==> config.mk <==
export PLATFORM = sky130hd
export DESIGN_NAME = clock_victim_sel
export DESIGN_NICKNAME = d
export VERILOG_FILES = /design/src/rtl/clock_victim_sel_pkg.sv /design/src/rtl/clk_ref_bank.sv /design/src/rtl/clk_hand_ring.sv /design/src/rtl/clk_sweep_ctrl.sv /design/src/rtl/clock_victim_sel.sv
export SDC_FILE = /design/constraint.sdc
export NUM_CORES = 1
export LEC_CHECK = 0
export BUFFER_PORTS_ARGS = -buffer_cell sky130_fd_sc_hd__buf_2
export CAP_MARGIN = 5
export CORE_MARGIN = 2
export CORE_UTILIZATION = 31
export DETAILED_ROUTE_END_ITERATION = 12
export HOLD_SLACK_MARGIN = 0.06
export SLEW_MARGIN = 20
export SYNTH_ARGS = -nofsm -noshare
export SYNTH_HDL_FRONTEND = slang
export SYNTH_SLANG_ARGS = --single-unit
==> constraint.sdc <==
create_clock -name clk -period 1.6 [get_ports clk]
set_clock_uncertainty 0.1 [all_clocks]
set_input_delay 0.08 -clock clk [delete_from_list [all_inputs] [get_ports clk]]
set_output_delay 0.08 -clock clk [all_outputs]
set_load 0.01 [all_outputs]
==> src/rtl/clock_victim_sel_pkg.sv <==
package clock_victim_sel_pkg;
  typedef enum logic [0:0] {
    SW_IDLE  = 1'b0,
    SW_SWEEP = 1'b1
  } sweep_state_e;
endpackage

==> src/rtl/clk_ref_bank.sv <==
module clk_ref_bank #(
  parameter int NUM_FRAMES = 8,
  parameter int IDX_W      = (NUM_FRAMES > 1) ? $clog2(NUM_FRAMES) : 1
) (
  input  logic                  clk,
  input  logic                  rst_n,
  input  logic                  set_a_valid,
  input  logic [IDX_W-1:0]      set_a_idx,
  input  logic                  set_b_valid,
  input  logic [IDX_W-1:0]      set_b_idx,
  input  logic                  clr_valid,
  input  logic [IDX_W-1:0]      clr_idx,
  output logic [NUM_FRAMES-1:0] bits
);
  // One flop per frame; a set request always wins over a clear.
  for (genvar g = 0; g < NUM_FRAMES; g++) begin : g_frame
    localparam logic [IDX_W-1:0] MY_IDX = IDX_W'(g);
    logic hit_set, hit_clr;
    assign hit_set = (set_a_valid && (set_a_idx == MY_IDX)) ||
                     (set_b_valid && (set_b_idx == MY_IDX));
    assign hit_clr = clr_valid && (clr_idx == MY_IDX);
    always_ff @(posedge clk) begin
      if (!rst_n)       bits[g] <= 1'b0;
      else if (hit_set) bits[g] <= 1'b1;
      else if (hit_clr) bits[g] <= 1'b0;
    end
  end
endmodule

==> src/rtl/clk_hand_ring.sv <==
module clk_hand_ring #(
  parameter int NUM_FRAMES = 8,
  parameter int IDX_W      = (NUM_FRAMES > 1) ? $clog2(NUM_FRAMES) : 1
) (
  input  logic             clk,
  input  logic             rst_n,
  input  logic             step,
  output logic [IDX_W-1:0] hand
);
  localparam logic [IDX_W-1:0] LAST = IDX_W'(NUM_FRAMES - 1);
  logic [IDX_W-1:0] hand_nxt;

  // Wrap explicitly so a ring size that is not a power of two works.
  always_comb begin
    if (hand == LAST) hand_nxt = '0;
    else              hand_nxt = hand + IDX_W'(1);
  end

  always_ff @(posedge clk) begin
    if (!rst_n)    hand <= '0;
    else if (step) hand <= hand_nxt;
  end
endmodule

==> src/rtl/clk_sweep_ctrl.sv <==
module clk_sweep_ctrl
  import clock_victim_sel_pkg::*;
#(
  parameter int NUM_FRAMES = 8,
  parameter int IDX_W      = (NUM_FRAMES > 1) ? $clog2(NUM_FRAMES) : 1
) (
  input  logic             clk,
  input  logic             rst_n,
  input  logic             req,
  input  logic             cur_bit,
  input  logic [IDX_W-1:0] hand,
  output logic             step,
  output logic             clr_valid,
  output logic             busy,
  output logic             done,
  output logic [IDX_W-1:0] victim
);
  sweep_state_e state_q, state_d;
  logic found;

  always_comb begin
    state_d   = state_q;
    step      = 1'b0;
    clr_valid = 1'b0;
    found     = 1'b0;
    unique case (state_q)
      SW_IDLE:  if (req) state_d = SW_SWEEP;
      SW_SWEEP: begin
        step = 1'b1;
        if (cur_bit) begin
          clr_valid = 1'b1;
        end else begin
          found   = 1'b1;
          state_d = SW_IDLE;
        end
      end
      default: state_d = SW_IDLE;
    endcase
  end

  always_ff @(posedge clk) begin
    if (!rst_n) begin
      state_q <= SW_IDLE;
      done    <= 1'b0;
      victim  <= '0;
    end else begin
      state_q <= state_d;
      done    <= found;
      if (found) victim <= hand;
    end
  end

  assign busy = (state_q == SW_SWEEP);
endmodule

==> src/rtl/clock_victim_sel.sv <==
module clock_victim_sel #(
  parameter int NUM_FRAMES = 8,
  parameter int IDX_W      = (NUM_FRAMES > 1) ? $clog2(NUM_FRAMES) : 1
) (
  input  logic                  clk,
  input  logic                  rst_n,
  input  logic                  acc_valid_i,
  input  logic [IDX_W-1:0]      acc_frame_i,
  input  logic                  inst_i,
  input  logic                  req_i,
  output logic                  busy_o,
  output logic                  done_o,
  output logic [IDX_W-1:0]      victim_o,
  output logic [IDX_W-1:0]      hand_o,
  output logic [NUM_FRAMES-1:0] ref_bits_o
);
  logic             step;
  logic             clr_valid;
  logic             cur_bit;
  logic [IDX_W-1:0] hand;
  logic [IDX_W-1:0] victim;
  logic [NUM_FRAMES-1:0] bits;

  assign cur_bit = bits[hand];

  clk_ref_bank #(.NUM_FRAMES(NUM_FRAMES), .IDX_W(IDX_W)) u_bank (
    .clk         (clk),
    .rst_n       (rst_n),
    .set_a_valid (acc_valid_i),
    .set_a_idx   (acc_frame_i),
    .set_b_valid (inst_i),
    .set_b_idx   (victim),
    .clr_valid   (clr_valid),
    .clr_idx     (hand),
    .bits        (bits)
  );

  clk_hand_ring #(.NUM_FRAMES(NUM_FRAMES), .IDX_W(IDX_W)) u_hand (
    .clk   (clk),
    .rst_n (rst_n),
    .step  (step),
    .hand  (hand)
  );

  clk_sweep_ctrl #(.NUM_FRAMES(NUM_FRAMES), .IDX_W(IDX_W)) u_ctrl (
    .clk       (clk),
    .rst_n     (rst_n),
    .req       (req_i),
    .cur_bit   (cur_bit),
    .hand      (hand),
    .step      (step),
    .clr_valid (clr_valid),
    .busy      (busy_o),
    .done      (done_o),
    .victim    (victim)
  );

  assign victim_o   = victim;
  assign hand_o     = hand;
  assign ref_bits_o = bits;
endmodule

==> impl_metrics.env <==
export IMPL_drtIter0Drc=23
export IMPL_cp_end_kind="flip-flop"
export IMPL_netlist_area_um2=927
export IMPL_clock_path_buffers=2
export IMPL_area_growth_pct=33.2
export IMPL_multi_input_area_um2=572
export IMPL_hpwlAfterDp_um=1780
export IMPL_synth_warnings=0
export IMPL_cp_max_fo=7
export IMPL_grt_start_max_net_pins=13
export IMPL_portBuffers=23
export IMPL_max_freq_ghz=0.635
export IMPL_rr_worst_depth=5
export IMPL_critPathLaunchType="flip-flop"
export IMPL_timing_rr_start="u_hand.hand[0]"
export IMPL_drc=0
export IMPL_clock_sinks=16
export IMPL_hold_depth=4
export IMPL_pin_count=24
export IMPL_post_route_cell_area_mm2=0.00123
export IMPL_path_class="flip-flop to flip-flop"
export IMPL_tritoncts="yes"
export IMPL_grt_util_all_layers_pct=15.6
export IMPL_die_x_um=58.7
export IMPL_min_path_type="input pin to flip-flop"
export IMPL_routed_wl_um=2460
export IMPL_peakVddDrop_mv=0.548
export IMPL_holdCritStartpoint="acc_frame_i[2]"
export IMPL_numCtsBuffers=3
export IMPL_core_mm2=0.00281
export IMPL_cap_violations=0
export IMPL_dr_pass1_iters=4
export IMPL_worstSetupStartpoint="u_hand.hand[0]"
export IMPL_avgSynthCellArea_um2=8.75
export IMPL_antenna_cells=0
export IMPL_syn_nets=120
export IMPL_grt_pass1_vias=876
export IMPL_p_leak_uw=0.000526
export IMPL_final_antenna_net_count=0
export IMPL_ctsRootBufferMaster="clkbuf_4"
export IMPL_synth_cell_types=29
export IMPL_tns_ps=0
export IMPL_routedWlPerCell_um=14.3
export IMPL_slew_viol_final=0
export IMPL_ys_ff_latch=16
export IMPL_drive_gt1_share_pct=30.5
export IMPL_vias=905
export IMPL_rsz0062_at_grt="true"
export IMPL_period_needed_ps=1580
export IMPL_max_slew_worst_pin_slew_ps=371
export IMPL_required_ps=1720
export IMPL_status="completed"
export IMPL_grt_first_pass_wirelength_um=3970
export IMPL_path_clk_slew_ps=100
export IMPL_dpl_cell_area_mm2=0.00110
export IMPL_hold_viol=0
export IMPL_nets=157
export IMPL_std_cell_rows=19
export IMPL_htreeDepth=1
export IMPL_nFillCells=301
export IMPL_max_slew_margin_pct=75.0
export IMPL_vias_per_cell=5.26
export IMPL_arrival_ps=1690
export IMPL_final_period_utilization_pct=98.5
export IMPL_grt_ovfl_total=0
export IMPL_die_h_um=58.7
export IMPL_place_congestion=0.882
export IMPL_antenna_found_initial=0
export IMPL_ys_seq_area_share_pct=34.5
export IMPL_seqCellArea_um2=323
export IMPL_clkLatencyLatePin_ps=300
export IMPL_p_per_area_mw_per_mm2=747
export IMPL_start_util_pct=33.1
export IMPL_final_setup_viol_count=0
export IMPL_die_area_mm2=0.00344
export IMPL_synthCells=106
==> routing by layer <==
metal,up-vias,part of all wire (%),global-route usage [%]
met5,-,0,0
met4,0,3.3,7.79
met3,9,5.2,4.84
met2,24,47,26.0
met1,423,45,18.0
li1,449,-,-
==> power by group <==
group          switching [uW]  internal (uW)  leakage, uW  total [uW]
registers                24.7            423     0.000132         448
clock network             127           87.7    0.0000138         215
logic                     140            119     0.000381         260
total                     292            630     0.000526         922
==> repair_timing <==
action / in CTS / in global routing
endpoints found under the hold margin: 10 / 0
pin swaps: 0 / 4
hold buffers: 7 / 0
resized for setup: 2 / 8
endpoints found under the setup margin: 3 / 12
buffers inserted: 0 / 0
==> worst paths after layout <==
| path | slack (ps) | end |
|---|---|---|
| hold reg to reg | 390 | u_bank.bits[1] |
| setup reg to reg | 20 | u_ctrl.victim[1] |
| setup / recovery | 20 | u_ctrl.victim[1] |
| hold / removal | 170 | u_bank.bits[2] |
==> flip-flops by register name, indices dropped and copies added (netlist names) <==
name / count
u_bank.bits: 8
u_hand.hand: 3
u_ctrl.busy: 1
u_ctrl.done: 1
u_ctrl.victim: 3
==> through the flow <==
stage / power [uW] / instances / setup WS (ps) / hold WS, ps / util (%)
floorplan: 598 / 106 / 6.42 / 121 / -
global placement: 675 / 162 / 34.6 / 268 / 39.2
detailed placement: 679 / 162 / 17.9 / 256 / 39.2
CTS: 908 / 172 / 6.97 / 156 / 43.0
global route: 965 / 172 / -37.0 / 186 / 44.0
finish: 922 / 172 / 24.6 / 170 / 44.0
==> layout by cell type (no fill, tap or decap), drive strengths merged <==
cell type and n:
buf 28, mux2 3, a32o 3, nand2 7, o21ai 2, dlygate4sd3 7
a31oi 5, a21oi 5, a211oi 1, clkbuf 3, and3 1, o21a 4
mux2i 4, o22ai 1, nand2b 1, a22oi 3, o41ai 5, a22o 1
and2 2, nand3 5, nand4 1, nor2b 7, nor2 7, dfxtp 16
ha 6, inv 13
==> worst max-delay path, stage by stage, from the launching register on <==
cell and delay (ps):
dfxtp_2 350, buf_6 130, mux2_4 320, o22ai_4 220, o21a_4 190, mux2i_1 180
==> synthesized netlist by cell type <==
| library cell | instances | area share (%) |
|---|---|---|
| dfxtp_1 | 16 | 35 |
| ha_1 | 6 | 8.1 |
| o21a_1 | 3 | 2.4 |
| buf_6 | 1 | 1.2 |
| and2_1 | 2 | 1.3 |
| mux2_2 | 1 | 1.2 |
| o22ai_2 | 1 | 1.3 |
| buf_2 | 1 | 0.54 |
| and3_1 | 1 | 0.68 |
| mux2_4 | 2 | 3.2 |
| clkbuf_1 | 1 | 0.40 |
| nor2_1 | 7 | 2.8 |
| a211oi_1 | 1 | 0.81 |
| o21ai_1 | 1 | 0.54 |
| o21a_4 | 1 | 1.6 |
| inv_1 | 13 | 5.3 |
| nor2b_1 | 7 | 4.7 |
| nand2b_1 | 1 | 0.68 |
| nand2_1 | 7 | 2.8 |
| nand3_1 | 5 | 2.7 |
| mux2i_1 | 4 | 4.3 |
| o21ai_0 | 1 | 0.54 |
| a21oi_1 | 5 | 2.7 |
| o41ai_1 | 5 | 4.7 |
| a22oi_1 | 3 | 2.4 |
| nand4_1 | 1 | 0.68 |
| a32o_1 | 3 | 3.2 |
| a22o_1 | 1 | 0.94 |
| a31oi_1 | 5 | 3.4 |
==> area by class of cell <==
class | instances | area share, %
repair buffers | 35 | 18.6
inverters | 13 | 3.95
multi-input cells | 74 | 46.3
well taps | 31 | 3.14
clock buffers | 3 | 1.82
flip-flops and latches | 16 | 26.1
==> cell families after synthesis <==
group / count (synthesis) / synth area share [%]
mux: 7 / 8.77
buf+inv: 16 / 7.42
compound gates: 30 / 24.7
simple gates: 31 / 16.5
flops: 16 / 34.5
fa+ha+maj: 6 / 8.10
(Power assumes the default switching activity.)
